`config.mk`:
```
export PLATFORM = sky130hd
export DESIGN_NAME = csel_unit
export DESIGN_NICKNAME = d
export VERILOG_FILES = /design/src/rtl/csel_unit.sv
export SDC_FILE = /design/constraint.sdc
export NUM_CORES = 1
export LEC_CHECK = 0
export CORE_ASPECT_RATIO = 0.6
export CORE_UTILIZATION = 42
export CTS_CLUSTER_DIAMETER = 30
export DETAILED_ROUTE_END_ITERATION = 8
export HOLD_SLACK_MARGIN = 0.03
export PLACE_DENSITY_LB_ADDON = 0.08
export SLEW_MARGIN = 20
export SYNTH_ARGS = -nofsm -noshare
export SYNTH_HDL_FRONTEND = slang
export SYNTH_SLANG_ARGS = --single-unit
export TNS_END_PERCENT = 100
```
`constraint.sdc`:
```
create_clock -name clk -period 2.7 [get_ports clk]
set_input_delay 0.27 -clock clk [delete_from_list [all_inputs] [get_ports clk]]
set_output_delay 0.27 -clock clk [all_outputs]
set_load 0.05 [all_outputs]
```
`src/rtl/csel_unit.sv`:
```
module csel_unit #(
  parameter logic [11:0] PCB_BASE  = 12'hFFF,
  parameter logic [15:0] UPPER_RST = 16'hF003
) (
  input  logic        clk,
  input  logic        rst_n,
  input  logic        wr_en,
  input  logic [2:0]  wr_sel,
  input  logic [15:0] wr_data,
  input  logic [19:0] addr,
  output logic        pcb_hit,
  output logic        cs_upper,
  output logic        cs_lower,
  output logic [3:0]  cs_mid,
  output logic [3:0]  cs_per,
  output logic        sel_rdy_ignore,
  output logic [3:0]  sel_wait
);

  logic [15:0] r_up, r_lo, r_mid, r_per, r_shr;
  logic        seen_lo, seen_mid, seen_per, seen_shr;

  always_ff @(posedge clk or negedge rst_n) begin
    if (!rst_n) begin
      r_up     <= UPPER_RST;
      r_lo     <= '0;
      r_mid    <= '0;
      r_per    <= '0;
      r_shr    <= '0;
      seen_lo  <= 1'b0;
      seen_mid <= 1'b0;
      seen_per <= 1'b0;
      seen_shr <= 1'b0;
    end else if (wr_en) begin
      case (wr_sel)
        3'd0: r_up <= wr_data;
        3'd1: begin r_lo  <= wr_data; seen_lo  <= 1'b1; end
        3'd2: begin r_mid <= wr_data; seen_mid <= 1'b1; end
        3'd3: begin r_per <= wr_data; seen_per <= 1'b1; end
        3'd4: begin r_shr <= wr_data; seen_shr <= 1'b1; end
        default: ;
      endcase
    end
  end

  wire [7:0] hi = addr[19:12];
  wire hit_pcb = addr[19:8] == PCB_BASE;
  wire hit_up  = (hi & r_up[15:8]) == r_up[15:8];
  wire hit_lo  = seen_lo && ((hi & r_lo[15:8]) == 8'h00);
  wire hit_mid = seen_mid && seen_shr && ((hi & r_shr[15:8]) == (r_mid[15:8] & r_shr[15:8]));
  wire hit_per = seen_per && seen_shr && (hi == r_per[15:8]) && (addr[11:9] == 3'b000);

  always_comb begin
    pcb_hit        = 1'b0;
    cs_upper       = 1'b0;
    cs_lower       = 1'b0;
    cs_mid         = '0;
    cs_per         = '0;
    sel_rdy_ignore = 1'b1;
    sel_wait       = '0;
    if (hit_pcb) begin
      pcb_hit = 1'b1;
    end else if (hit_up) begin
      cs_upper       = 1'b1;
      sel_rdy_ignore = r_up[2];
      sel_wait       = {2'b00, r_up[1:0]};
    end else if (hit_lo) begin
      cs_lower       = 1'b1;
      sel_rdy_ignore = r_lo[2];
      sel_wait       = {2'b00, r_lo[1:0]};
    end else if (hit_mid) begin
      cs_mid[addr[11:10]] = 1'b1;
      sel_rdy_ignore      = r_mid[2];
      sel_wait            = {2'b00, r_mid[1:0]};
    end else if (hit_per) begin
      cs_per[addr[8:7]] = 1'b1;
      sel_rdy_ignore    = r_per[2];
      sel_wait          = {r_per[4], r_per[3], r_per[1:0]};
    end
  end

  AST_SEL_ONEHOT: assert property (@(posedge clk) disable iff (!rst_n)
    $onehot0({pcb_hit, cs_upper, cs_lower, (|cs_mid), (|cs_per)}) && $onehot0(cs_mid) && $onehot0(cs_per));
  AST_LO_STICKY: assert property (@(posedge clk) disable iff (!rst_n) seen_lo |=> seen_lo);
  AST_SHR_STICKY: assert property (@(posedge clk) disable iff (!rst_n) seen_shr |=> seen_shr);
  AST_LO_ARM: assert property (@(posedge clk) disable iff (!rst_n)
    $rose(seen_lo) |-> $past(wr_en && wr_sel == 3'd1));
  AST_MID_GATE: assert property (@(posedge clk) disable iff (!rst_n)
    (|cs_mid) |-> (seen_mid && seen_shr));
  AST_PER_GATE: assert property (@(posedge clk) disable iff (!rst_n)
    (|cs_per) |-> (seen_per && seen_shr));
  AST_PCB_QUIET: assert property (@(posedge clk) disable iff (!rst_n)
    pcb_hit |-> (sel_wait == 4'd0 && sel_rdy_ignore));
  AST_IDLE_DEFAULT: assert property (@(posedge clk) disable iff (!rst_n)
    !(pcb_hit || cs_upper || cs_lower || (|cs_mid) || (|cs_per)) |-> (sel_wait == 4'd0 && sel_rdy_ignore));
  AST_SHORT_WAIT: assert property (@(posedge clk) disable iff (!rst_n)
    (cs_upper || cs_lower || (|cs_mid)) |-> (sel_wait[3:2] == 2'b00));

endmodule

```
Yosys cells after proc, flatten, opt, wreduce, memory -nomap -nowiden
Cells that the tools add are included.
Widths: inputs -> output; s select.
{"block": "classes", "muxes": 29, "n_bitwise": 4, "n_lt_le_gt_ge": 4, "n_eq_ne": 8, "reduce_logical": 16}
{"cell": "$mux 4", "n": 14}
{"cell": "$and 8x8->8", "n": 4}
{"cell": "$eq 8x8->1", "n": 3}
{"cell": "$mux 1", "n": 13}
{"cell": "$eq 12x12->1 const B", "n": 1}
{"cell": "$reduce_and 2->1", "n": 5}
{"cell": "$logic_and 1x1->1", "n": 8}
{"cell": "$logic_not 8->1", "n": 1}
{"cell": "$eq 3x2->1 const B", "n": 2}
{"cell": "$logic_not 3->1", "n": 2}
{"cell": "$lt 2x3->1 const B", "n": 2}
{"cell": "$demux 1 s2", "n": 2}
{"cell": "$ge 2x1->1 const B", "n": 2}
{"cell": "$eq 3x1->1 const B", "n": 1}
{"cell": "$eq 3x3->1 const B", "n": 1}
{"block": "totals", "regBits": 84, "in_bits": 42, "output_inout_bits": 16, "wordCells": 70}

Depth between registers and ports, before layout
Gate-level depths: netlist (run 1).
{"block": "depth", "depth_word": 9, "mapped_depth": 6, "mapped_depth_nobuf": 5}

Worst setup path before layout (run 1)
Ideal clock, no wire load.
{"block": "synth_path", "kind": "register to output", "start": "reg r_lo[13]", "end": "out sel_wait[0]", "path_buffers": 1, "t_required_ps": 2430, "arrival_time_ps": 3806, "stages_incl_launch_ff": 7, "path_slack_ps": -1376, "path_cell_list": "dfrtp_1 > a22o_1 > a221oi_1 > and3_2 > dlygate4sd1_1 > a211oi_1 > a2111oi_0"}
{"block": "synth_between", "elab_chain_len": 6}
{"item": "start, declared", "line_no": "20", "source": "logic [15:0] r_up, r_lo, r_mid, r_per, r_shr;"}
{"item": "start signal, assigned", "line_no": "26", "source": "r_lo <= '0;"}
{"item": "start signal, assigned", "line_no": "37", "source": "3'd1: begin r_lo <= wr_data; seen_lo <= 1'b1; end"}
{"item": "$and 8x8->8", "line_no": "49", "source": "wire hit_lo = seen_lo && ((hi & r_lo[15:8]) == 8'h00);"}
{"item": "$logic_not 8->1", "line_no": "49"}
{"item": "$logic_and 1x1->1", "line_no": "49"}
{"item": "$mux 4", "line_no": "67", "source": "end else if (hit_lo) begin"}
{"item": "$mux 4", "line_no": "63", "source": "end else if (hit_up) begin"}
{"item": "$mux 4", "line_no": "61", "source": "if (hit_pcb) begin"}
{"item": "end, declared", "line_no": "17", "source": "output logic [3:0] sel_wait"}
Every way passes these cells.

Worst setup path after layout (run 1)
{"block": "layout_path", "start": "reg r_per[9]", "end": "out cs_per[2]"}
{"block": "layout_between", "elab_chain_len": 8}
{"item": "start, declared", "line_no": "20"}
{"item": "start signal, assigned", "line_no": "28", "source": "r_per <= '0;"}
{"item": "start signal, assigned", "line_no": "39", "source": "3'd3: begin r_per <= wr_data; seen_per <= 1'b1; end"}
{"item": "$eq 8x8->1", "line_no": "51", "source": "wire hit_per = seen_per && seen_shr && (hi == r_per[15:8]) && (addr[11:9] == 3'b000);"}
{"item": "$logic_and 1x1->1 (2 in series)", "line_no": "51"}
{"item": "$mux 4", "line_no": "75", "source": "end else if (hit_per) begin"}
{"item": "$mux 4", "line_no": "71", "source": "end else if (hit_mid) begin"}
{"item": "$mux 4", "line_no": "67"}
{"item": "$mux 4", "line_no": "63"}
{"item": "$mux 4", "line_no": "61"}
{"item": "end, declared", "line_no": "15", "source": "output logic [3:0] cs_per,"}
Every way passes these cells.

==> metrics.txt, run 1 <==
pre-CTS setup slack=-178 ps; largest net degree at the start of global routing=59; root buf cell=clkbuf_8; Setup Skew=0 ps; CTS max path bufs=2; htree depth=3; share of layout cells above drive strength 1=a little under half; min Tclk post-route=2690 ps; #FFs+latches synth=58; slew margin rel.=between 50% and 60%; Via Count=about 2100; Synth-to-Final Area Change=46.3%; Period Utilization, post-route=99.6%; post-route cell area=around 4000 um^2; I/O Buffers=47; die width=between 100 and 150 um; Routed Antenna Nets=0; Max-cap violations=0; critical path class=flip-flop to output pin; unrepaired setup endpoints after global routing=yes; leakage=about 0.0017 uW; vias in the first global route=2121; IO Pins=58; PwrDens=720 nW/um^2; worst skew pair latency=330 ps; Max Slew Vio Count=0; Final setup viols=0; fillers=~500; TritonRoute pass-1 iters=4; Starting Density=43.9%; GR Overflow Total=0; DP HPWL=4940 um; global-route wire length before repair=around 11000 um; die area=6820 um^2; Post-Syn Area=2720 um^2; Max VDD drop=0.312 mV; post-synthesis sequential area ratio=53.6%; Post-Syn Instances=roughly 220; Synth Area in Adders=0%; Post-synth EDFFs=0; clk slew on worst S/H paths=70 ps; syn_nets=266; setup TNS=0 ps; dpl cell area=3640 um^2; YS warnings=0; CP Capture Type=output pin; count of cell types in the netlist=between 40 and 50; syn avg cell area=between 10 and 15 um^2; Max Clock Freq=around 370 MHz; HP Class=primary input to asynchronous set/reset pin; All-Layer GR Usage=22.6%; vias per inst=5.26; Post-Synth Simple-Gate Area=approximately an eighth; Critical Path Source Type=flip-flop; CTS tree=yes; drt drc=0; antenna violations before repair=0; arrival time at the worst endpoint=2420 ps; ys flop type=dfrtp_1; largest fanout on the critical path=3; Worst Tran Pin Value=741 ps; ANT cells=0; 1st-iter DRT viols=118; Async SR Flop Fraction=100%; die height=64.4 um; TritonCTS buffer count=9; setup ws final=9.66 ps; Synth Area in XOR/XNOR=around 5.1%; WHS=76.0 ps; RePlAce Congestion=0.872; r2r setup slk=1780 ps; clock sink count=58; FP Rows=22; main combinational cell family by area after synthesis=multiplexers; Routed WL=6920 um; Data required, critical path=2430 ps; Compound-Gate Fraction of Synth Area=under 10%; total power=2870 uW; nets=~350; final hold vios=0; Core Area=6190 um^2; status=finished, final reports clean; multiplexer share of the synthesized area=18.6%; Wirelength per Cell=17.6 um
[worst max-delay path, stage by stage, from the launching register on]
cell     delay, ps
dfrtp_1        410
xnor2_2        180
nand4_1        190
or3_4          430
or4_4          480
nor3b_4        230
buf_12         160
[per-layer routing]
metal / GRT usage (%) / vias up / part of all wire, % / routed length, um
met5: 0 / - / 0 / 0
met4: 7.47 / 0 / 0.61 / 42
met3: 6.12 / 4 / 6.6 / 454
met2: 31.5 / 58 / 43 / 2960
met1: 33.6 / 1036 / 50 / 3460
li1: - / 970 / - / -
[what timing repair did]
action,in CTS,in global routing
hold buffers,0,0
buffers inserted,2,0
pin swaps,7,7
setup endpoints to repair,12,11
gates resized for setup,29,8
[state kept, by name, summed over array words and instances (netlist names)]
name / count
r_lo: 11
r_mid: 11
r_per: 13
r_shr: 8
r_up: 11
seen_lo: 1
seen_mid: 1
seen_per: 1
seen_shr: 1
[through the flow]
stage,cells,util [%]
2_1_floorplan,224,-
6_report,393,64.3
5_1_grt,393,64.3
3_5_place_dp,376,58.8
3_3_place_gp,376,58.8
4_1_cts,393,63.6
[cell type report]
type                    count  area [um^2]  share of cell area, %
flip-flops and latches     58         1460                   36.6
multi-input cells         150         1330                   33.4
repair buffers             77          848                   21.3
clock buffers              13          169                   4.24
well taps                  84          105                   2.64
clock inverters             2         35.0                  0.880
inverters                   9         33.8                  0.849
[report_power, final]
part | internal, uW | leakage [uW] | switching, uW
sequential | 1060 | 0.000676 | 108
combinational | 450 | 0.000899 | 415
clock | 496 | 0.000106 | 335
total | 2010 | 0.00168 | 857
[worst paths after layout]
| path | from | end | cells past startpoint |
|---|---|---|---|
| worst min-delay path | rst_n | r_per[14] | 2 |
| max in group asynchronous | rst_n | r_per[4] | 2 |
| min in group clk | seen_mid | seen_mid | 1 |
| worst max register to register | seen_shr | seen_shr | 2 |
| worst min register to register | seen_mid | seen_mid | 1 |
| worst max-delay path | r_per[9] | cs_per[2] | 6 |
[logic make-up after synthesis]
kind of cell	count (synthesis)
flip-flops	58
AO/OA/AOI/OAI	28
XOR/XNOR	16
AND/OR/NAND/NOR	61
buffers and inverters	16
multiplexers	45
[cell usage after synthesis (all sizes together) (3+ instances only)]
cell,instances,area share [%]
nand2,15,2.1
xnor2,8,2.6
clkbuf,4,0.55
mux2,45,19
o21ai,9,1.7
nor3,7,1.3
nor3b,5,1.6
nand4,4,0.92
nor4,3,0.92
nor2,6,0.83
inv,9,1.2
xor2,8,2.6
o22ai,4,0.92
dfstp,6,5.8
or2,3,0.69
or4,3,1.1
dfrtp,52,48
nand3,4,0.74
[cell usage in the layout, fill, tap and decap left out, drive strengths merged, types with 2 or more instances in the layout]
cell type	netlist	final
or2	3	3
a2111oi	2	2
clkbuf	4	13
dfrtp	52	52
nand3b	2	2
nand3	4	4
or4	3	3
and2	2	2
nor3	7	7
inv	9	9
nor3b	5	5
dlygate4sd2	0	10
nor2	6	6
xnor2	8	8
a22oi	2	2
dfstp	6	6
nand4	4	4
a211oi	2	2
clkdlybuf4s50	0	20
o21ai	9	9
nand2	15	15
buf	2	47
mux2	45	45
nor4	3	3
o22ai	4	4
xor2	8	8
a21oi	2	2
and3	2	2
a222oi	2	2
Note: power is estimated with default switching activity, not from simulation.
==> inputs of run 2 (changes only) <==
--- a/config.mk
+++ b/config.mk
@@ -8,6 +8,7 @@
 export CORE_ASPECT_RATIO = 0.6
 export CORE_UTILIZATION = 42
 export CTS_CLUSTER_DIAMETER = 30
+export CTS_CLUSTER_SIZE = 30
 export DETAILED_ROUTE_END_ITERATION = 8
 export HOLD_SLACK_MARGIN = 0.03
 export PLACE_DENSITY_LB_ADDON = 0.08
==> results of run 2 <==
Same layout as run 1: the final DEF is identical, and so are final timing and power.
==> inputs of run 3 (changes only) <==
--- a/config.mk
+++ b/config.mk
@@ -6,7 +6,9 @@
 export NUM_CORES = 1
 export LEC_CHECK = 0
 export CORE_ASPECT_RATIO = 0.6
+export CORE_MARGIN = 3
 export CORE_UTILIZATION = 42
+export CTS_BUF_LIST = sky130_fd_sc_hd__clkbuf_16
 export CTS_CLUSTER_DIAMETER = 30
 export CTS_CLUSTER_SIZE = 30
 export DETAILED_ROUTE_END_ITERATION = 8
==> run 3 against run 2 <==
Final cell count increased by 0.51%. Global-route usage decreased by 2.6 points. Clock skew unchanged. Sequential power about the same. Utilization increased by 1.3 points. Cell area increased by 2.0%. Clock-buffer cell count decreased by 4. Clock power increased by 26%. First-iteration DRC count decreased by 14%. Combinational power about the same. Worst hold slack got worse by 62 ps. Total power increased by 7.5%. Critical path type unchanged. Critical endpoint unchanged.
==> metrics.txt, run 3 (synthesized netlist as in run 1, its figures left out) <==
Via Count=2065; # hold bufs at CTS=0; Routed Antenna Nets=0; Max VDD drop=0.440 mV; Top Family by Delay on Critical Path=simple AND/OR/NAND/NOR gates; ANT cells=0; I/O Buffers=47; die height=68.4 um; largest fanout on the critical path=3; largest net degree at the start of global routing=36; All-Layer GR Usage=20.1%; die width=110 um; Worst Tran Pin Value=around 750 ps; Final setup viols=0; Core Area=6190 um^2; share of layout cells above drive strength 1=a little under half; worst skew pair latency=310 ps; M1 GR Usage=29.5%; most frequent cells in the layout=dfrtp_1 (52), mux2_2 (45), buf_4 (28), clkdlybuf4s50_1 (19); arrival time at the worst endpoint=2400 ps; IO Pins=58; Reg2Reg Depth=2; root buf cell=clkbuf_16; PwrDens=around 760 nW/um^2; TritonCTS buffer count=9; final hold vios=0; Starting Density=43.9%; Max Clock Freq=375 MHz; vias in the first global route=2054; CP Capture Type=output pin; Top reg by flops=r_per; Setup Skew=0 ps; min Tclk post-route=around 2700 ps; final cell count without fillers=395; 1st-iter DRT viols=101; TritonRoute pass-1 iters=4; Crit-path slowest cell=or4_4; Wirelength per Cell=~17 um; die area=between 7000 and 8000 um^2; met2 usage=28.3%; slew margin rel.=between 50% and 60%; Top Usage Layer GRT=met1; Data required, critical path=2430 ps; unrepaired setup endpoints after global routing=yes; buffers and inverters on the worst path=1; global-route wire length before repair=10800 um; HP Class=primary input to asynchronous set/reset pin; clock sink count=58; nets=roughly 350; met3 GRT Util=5.56%; CP Launch Point=r_per[8]; Synth-to-Final Area Change=49.2%; CTS max path bufs=2; max FFs per register=13; dpl cells=between 300 and 400; status=finished, final reports clean; vias per inst=5.23; Routed WL=6770 um; Critical Path Source Type=flip-flop; clk slew on worst S/H paths=roughly 50 ps; pre-CTS setup slack=-245 ps; setup ws final=30.4 ps; critical path class=flip-flop to output pin; CTS tree=yes; CP max stage delay=470 ps; leakage=0.00172 uW; Crit path depth=6; most common cell after layout, fill and taps aside=dfrtp_1; GR Overflow Total=0; post-route cell area=4060 um^2; DP HPWL=5100 um; worst flop-to-flop path startpoint=seen_shr; RePlAce Congestion=0.869; drt drc=0; Max Slew Vio Count=0; Period Utilization, post-route=98.9%; htree depth=3; Cell Chain, Critical Path=xnor2_1 > nand4_1 > or3_4 > or4_4 > nor3b_4 > buf_12; FP Rows=22; antenna violations before repair=0; dpl cell area=between 3000 and 4000 um^2; Max-cap violations=0
==> run 3: where the power goes <==
group          switching (uW)  internal [uW]  total [uW]
Clock                     354            694        1050
Sequential                102           1070        1170
Combinational             417            450         867
==> run 3: final timing paths <==
| kind | endpoint | slack, ps |
|---|---|---|
| min | r_per[3] | 10 |
| max reg2reg | seen_shr | 1770 |
| max | cs_per[2] | 30 |
| min in group clk | seen_per | 470 |
| min reg2reg | seen_per | 470 |
| max in group asynchronous | r_up[12] | 1940 |
==> run 3: metal layers <==
metal | vias up | wire length, um
li1 | 974 | -
met1 | 1026 | 3290
met2 | 56 | 2930
met3 | 9 | 466
met4 | 0 | 78
met5 | - | 0
==> run 3: timing repair <==
| item | in CTS | in global routing |
|---|---|---|
| setup buffers | 1 | 0 |
| endpoints found under the setup margin | 12 | 10 |
| pin swaps | 4 | 9 |
| endpoints found under the hold margin | 0 | 0 |
| gates resized for setup | 28 | 11 |
==> run 3: layout make-up <==
| type | count | area [um^2] |
|---|---|---|
| clock inverter | 7 | 55.1 |
| sequential | 58 | 1460 |
| timing repair buffer | 78 | 847 |
| tap | 84 | 105 |
| multi-input combinational | 150 | 1340 |
| inverter | 9 | 33.8 |
| clock buffer | 9 | 225 |
| fill | 476 | 2130 |
==> run 3: through the flow <==
stage	hold slack, ps	TNS (ps)	total power [uW]	util [%]
2_1_floorplan	-25.6	-2480	1610	-
5_1_grt	71.3	-279	3230	65.6
3_3_place_gp	392	-1370	1970	59.1
3_5_place_dp	389	-1160	1990	59.1
6_report	14.4	0	3080	65.6
4_1_cts	46.5	-3.68	3090	64.7
